$ cat src/rtl/crossing_ctrl.sv
module crossing_ctrl (
  input  logic        clk,
  input  logic        rst_n,
  input  logic [11:0] car_i,
  output logic [11:0] lights_o,
  output logic [1:0]  phase_o
);

  localparam int          NPH      = 4;
  localparam logic [11:0] G_NS_STR = 12'h082;
  localparam logic [11:0] G_NS_LT  = 12'h861;
  localparam logic [11:0] G_EW_STR = 12'h410;
  localparam logic [11:0] G_EW_LT  = 12'h30C;

  function automatic logic [11:0] green_set(input logic [1:0] p);
    case (p)
      2'd0:    return G_NS_STR;
      2'd1:    return G_NS_LT;
      2'd2:    return G_EW_STR;
      default: return G_EW_LT;
    endcase
  endfunction

  logic [1:0]     phase_q, phase_d;
  logic [11:0]    pend_q, waiting;
  logic [NPH-1:0] want;

  assign lights_o = green_set(phase_q);
  assign phase_o  = phase_q;
  assign waiting  = (pend_q | car_i) & ~lights_o;

  for (genvar p = 0; p < NPH; p++) begin : g_want
    assign want[p] = |(waiting & green_set(2'(p)));
  end

  always_comb begin
    phase_d = phase_q;
    for (int k = NPH - 1; k >= 1; k--)
      if (want[phase_q + 2'(k)]) phase_d = phase_q + 2'(k);
  end

  always_ff @(posedge clk) begin
    if (!rst_n) begin
      phase_q <= 2'd0;
      pend_q  <= '0;
    end else begin
      phase_q <= phase_d;
      pend_q  <= waiting;
    end
  end

  a_r3_cross_straights: assert property (@(posedge clk) disable iff (!rst_n)
    !((lights_o[1] | lights_o[7]) & (lights_o[4] | lights_o[10])));
  a_r3_left_vs_opposing: assert property (@(posedge clk) disable iff (!rst_n)
    !((lights_o[0] & lights_o[7]) | (lights_o[6] & lights_o[1]) |
      (lights_o[3] & lights_o[10]) | (lights_o[9] & lights_o[4])));
  a_r3_right_exit: assert property (@(posedge clk) disable iff (!rst_n)
    !((lights_o[2] & (lights_o[10] | lights_o[6])) | (lights_o[8] & (lights_o[4] | lights_o[0])) |
      (lights_o[5] & (lights_o[1] | lights_o[9])) | (lights_o[11] & (lights_o[7] | lights_o[3]))));
  a_r4_demand_switches: assert property (@(posedge clk) disable iff (!rst_n)
    (|((pend_q | car_i) & ~lights_o)) |=> !$stable(phase_o));
  a_r5_idle_holds: assert property (@(posedge clk) disable iff (!rst_n)
    !(|((pend_q | car_i) & ~lights_o)) |=> $stable(phase_o));
  a_r8_right_arrows: assert property (@(posedge clk) disable iff (!rst_n)
    ((lights_o[2] | lights_o[8]) |-> phase_o == 2'd3) and
    ((lights_o[5] | lights_o[11]) |-> phase_o == 2'd1));
  a_r9_served_clears: assert property (@(posedge clk) disable iff (!rst_n)
    (lights_o != 12'h000) |=> ((pend_q & $past(lights_o)) == 12'h000));

endmodule

$ cat config.mk
export PLATFORM = sky130hd
export DESIGN_NAME = crossing_ctrl
export DESIGN_NICKNAME = d
export VERILOG_FILES = /design/src/rtl/crossing_ctrl.sv
export SDC_FILE = /design/constraint.sdc
export NUM_CORES = 1
export LEC_CHECK = 0
export ABC_AREA = 1
export BUFFER_PORTS_ARGS = -buffer_cell sky130_fd_sc_hd__buf_2
export CAP_MARGIN = 15
export CORE_UTILIZATION = 50
export CTS_BUF_LIST = sky130_fd_sc_hd__clkbuf_16
export DETAILED_ROUTE_END_ITERATION = 16
export GPL_ROUTABILITY_DRIVEN = 0
export PLACE_DENSITY = 0.78
export SLEW_MARGIN = 20
export SYNTH_ARGS = -nofsm -noshare
export SYNTH_HDL_FRONTEND = slang
export SYNTH_SLANG_ARGS = --single-unit
export TNS_END_PERCENT = 10
$ cat constraint.sdc
create_clock -name clk -period 3.7 [get_ports clk]
set_clock_uncertainty 0.1 [all_clocks]
set_input_delay 0.37 -clock clk [delete_from_list [all_inputs] [get_ports clk]]
set_output_delay 0.37 -clock clk [all_outputs]
set_load 0.005 [all_outputs]
[After elaboration in Yosys (flattened, before gate mapping)]
Index checks and enable logic that the tools add are counted.
Cells by class
  reductions and logical operators: 6
  bitwise logic cells: 3
  equality and inequality tests: 2
  muxes and demuxes: 10
  add/sub/neg operators: 3
  order comparisons: 3
Operators by type and width (count)
  case mux 12 bit (3 select lines): 1
  bitwise AND 12 bit: 1
  inverter 12 bit: 1
  bitwise OR 12 bit: 1
  < comparator 2 x 3 -> 1 bit, second input constant: 3
  OR reduction 4 bit: 2
  binary-select mux 1 bit (select 2 bit): 3
  2-to-1 mux 2 bit: 3
  adder 2 bit, second input constant: 2
  OR reduction 2 bit: 2
  2-to-1 mux 1 bit: 3
  nonzero test 3 bit: 1
  adder 2 x 1 -> 2 bit, second input constant: 1
  == test 2 x 1 -> 1 bit, second input constant: 1
  == test 2 bit, second input constant: 1
  logical NOT 2 bit: 1
Word-level totals
  flip-flop bits (word level): 14
  output and inout bits: 14
  word-level logic and storage cells: 29

[Longest topological paths before layout]
  word-level depth: 10
  gate-level depth with buffers: 14
  mapped depth without buffers: 14

[Worst setup path after synthesis]
OpenSTA, ideal clock, no wires.
  path kind: reg2reg
  from: register phase_q[0], in the netlist phase_o[0]
  to: register phase_q[0], in the netlist phase_o[0]
  cell stages (with the launch flop): 13
  setup slack: 1.892 ns
  arrival: 1.593 ns
  path buffers: 0
  setup time: 0.116 ns
  path through: dfxtp_1 inv_2 ha_1 inv_1 o21ai_1 nand3_1 nand2_1 clkinv_1 nand2_2 nand2_4 nand3_1 a21oi_1 nor2_1
On the way
  cells in the longest elaborated chain, start to end: 9
RTL lines
  start, declared: line 24  | logic [1:0] phase_q, phase_d;
  start signal, assigned: line 47  | phase_q <= phase_d;
  == test 2 bit, or another cell as far along: line 16  | case (p)
  case mux 12 bit (3 select lines) *: line 16
  via lights_o[1]: line 5  | output logic [11:0] lights_o,
  inverter 12 bit *: line 30  | assign waiting = (pend_q | car_i) & ~lights_o;
  bitwise AND 12 bit *: line 30
  OR reduction 2 bit *: line 33  | assign want[p] = |(waiting & green_set(2'(p)));
  binary-select mux 1 bit (select 2 bit): line 39  | if (want[phase_q + 2'(k)]) phase_d = phase_q + 2'(k);
  2-to-1 mux 1 bit (not written as such): line 39
  2-to-1 mux 2 bit (2 in a row): line 39
The timed path passes the listed nets; every way through them passes the cells marked *. The select of a mux whose other input is x is not followed.
A chain may end at the register's enable or synchronous reset.

[Final worst setup path]
  from: register phase_q[0], in the netlist phase_o[0]
  to: register phase_q[0], in the netlist phase_o[0]
On the way
  cells in the longest elaborated chain, start to end: 9
RTL lines (line)
  == test 2 bit, or another cell as far along: 16
  case mux 12 bit (3 select lines): 16
  inverter 12 bit: 30
  bitwise AND 12 bit: 30
  OR reduction 4 bit or OR reduction 2 bit (tied branches): 33
  binary-select mux 1 bit (select 2 bit): 39
  2-to-1 mux 1 bit (not written as such): 39
  2-to-1 mux 2 bit (2 in a row): 39
Several ways; a longest one is shown, not always the timed one. The select of a mux whose other input is x is not followed.

==> qor.yml <==
status: "complete, no violations"
rows: 14
finalSetupViolations: 0
synthAdderAreaFrac_pct: 9.40
final.setup.tns_ns: 0
root_buffer: "clkbuf_16"
antenna_found_initial: 0
grt_overflow: 0
final_common_cell: "buf_2"
muxShareOfSynthArea_pct: 0
num-fill-cells: 129
critPathCaptureType: "flop"
cpMaxStageDelayCell: "dfxtp_1"
groute.usage.overall_pct: 18.1
leakagePower_nw: 0.505
grt_pass1_wl_mm: 2.39
grt_max_degree: 14
cts_tree: "yes"
avgViaCountPerCell: 4.80
cpMostUsedCell: "nand3_1"
synth_xor_area_share_pct: 0
dr.pass1.iters: 4
core_area_mm2: 0.00151
crit_type: "reg2reg"
syn_area_um2: 798
die_w_um: 42.0
final_nets: 151
grt_pass1_vias: 605
clk_latency_ns: 0.24
num_vias: 701
powerDensity_mw_per_mm2: 858
crit_chain: "inv_2 -> ha_1 -> inv_1 -> o21ai_1 -> nand3_1 -> nand2_1 -> clkinv_1 -> nand2_2 -> nand2_4 -> nand3_1 -> a21oi_1 -> nor2_1"
cts_hold_buf: 0
tightest_slew_ns: 0.417
drt-total-wl_mm: 1.44
place_hpwl_mm: 1.05
area_growth_syn_to_layout_pct: 20.1
path_max_fanout: 12
maxSlewHeadroom_pct: 72.2
hp-class: "in2reg"
dp_cells: 142
worstSetupStartpointType: "flop"
seq_area_um2: 280
slew_viol_final: 0
synth_top_family_by_area: "simple AND/OR/NAND/NOR gates"
diodes: 0
hold_viol_final: 0
cts_sinks: 14
cts_resized: 0
num_io_pins: 28
instances_no_fill: 146
cts_setup_buffers: 0
p_total_w: 0.000822
synthCells: 108
multi_input_area_um2: 407
cp_slowest_stage_delay_ns: 0.57
peakVddDrop_v: 0.000354
wl_per_cell_um: 9.86
rsz0062_at_grt: "false"
fmax_mhz: 502
first_iter_violations: 15
cts-htree-levels: 1
start_util_pct: 53.0
port_buffers: 27
synth-seq-cells: 14
cts_buffers: 3
finalCritPeriodShare_pct: 53.8
synth.distinct_cells: 18
drc: 0
synth-seq-area-share_pct: 35.1
syn_area_per_cell_um2: 7.39
synth_compound_area_share_pct: 3.61
die_h_um: 42.0
drv_cap: 0
synth_warnings: 0
required_ns: 3.74
final_cell_mix: "buf_2, nor2_1, dfxtp_1"
drive_gt1_share_pct: 33.8
yosys.area_share.simple_pct: 37.9
cp.arrival_ns: 2.03
die_area_mm2: 0.00176
min_period_ns: 1.99
clockBufferDepth: 2
drt.antenna.violating_nets: 0
clkTransAtPathRegs_ns: 0.05
synth_nets: 128
[sequential cells by signal, summed over array words and instances, names as in the netlist]
name,count
pend_q,12
phase_o,2
[cell families after synthesis]
family,count (synthesis)
flops,14
buf+inv,19
fa+ha+maj,6
simple gates,64
compound gates,5
[area by class of cell]
| class | count | area share (%) |
|---|---|---|
| clock inverter | 1 | 0.392 |
| tap | 16 | 2.09 |
| timing repair buffer | 27 | 14.1 |
| inverter | 10 | 3.92 |
| multi-input combinational | 75 | 42.4 |
| sequential | 14 | 29.2 |
| clock buffer | 3 | 7.83 |
[critical path, delay by kind of cell (launching register included)]
family                     cells  cell delay (ns)
adders and majority gates      1             0.24
and+or+nand+nor                6             0.49
buffers and inverters          3             0.25
DFF                            1             0.57
AOI/OAI and AO/OA              2             0.23
[cell usage after synthesis (all sizes together)]
| cell | instances | area (um^2) |
|---|---|---|
| inv | 8 | 30.0 |
| ha | 6 | 75.1 |
| buf | 8 | 60.1 |
| clkbuf | 1 | 13.8 |
| dfxtp | 14 | 280 |
| nand2 | 15 | 73.8 |
| nor2 | 29 | 129 |
| clkinv | 2 | 7.51 |
| o21ai | 4 | 23.8 |
| a21oi | 1 | 5.00 |
| nand3 | 12 | 60.1 |
| nor3 | 8 | 40.0 |
[final timing paths]
path              startpoint          to  slack, ns  depth (start not counted)
setup reg to reg  phase_o[0]  phase_o[0]       1.71                         12
setup / recovery  phase_o[0]  phase_o[0]       1.71                         12
hold / removal         rst_n  phase_o[0]       0.26                          3
hold reg to reg    pend_q[1]   pend_q[1]       0.39                          2
[power breakdown]
part / switching, W / internal, W
combinational: 0.000231 / 0.000160
sequential: 0.0000369 / 0.000191
clock: 0.0000610 / 0.000143
total: 0.000329 / 0.000494
[per-layer routing]
metal	wire, um	global-route usage (%)	vias up
li1	-	-	378
met1	651	21.0	293
met2	688	30.6	25
met3	66	3.91	5
met4	34	9.68	0
met5	0	0	-
[per-stage QoR]
stage / utilization (%) / setup slack, ns / instance area, um^2 / hold WS (ns)
detailed placement: 58.4 / 1.73 / 880 / 0.384
finish: 63.6 / 1.71 / 958 / 0.263
global placement: 58.4 / 1.82 / 880 / 0.385
floorplan: - / 1.89 / 798 / 0.360
global route: 63.6 / 1.55 / 958 / 0.276
CTS: 63.6 / 1.69 / 958 / 0.261
Note: power is estimated with default switching activity, not from simulation.
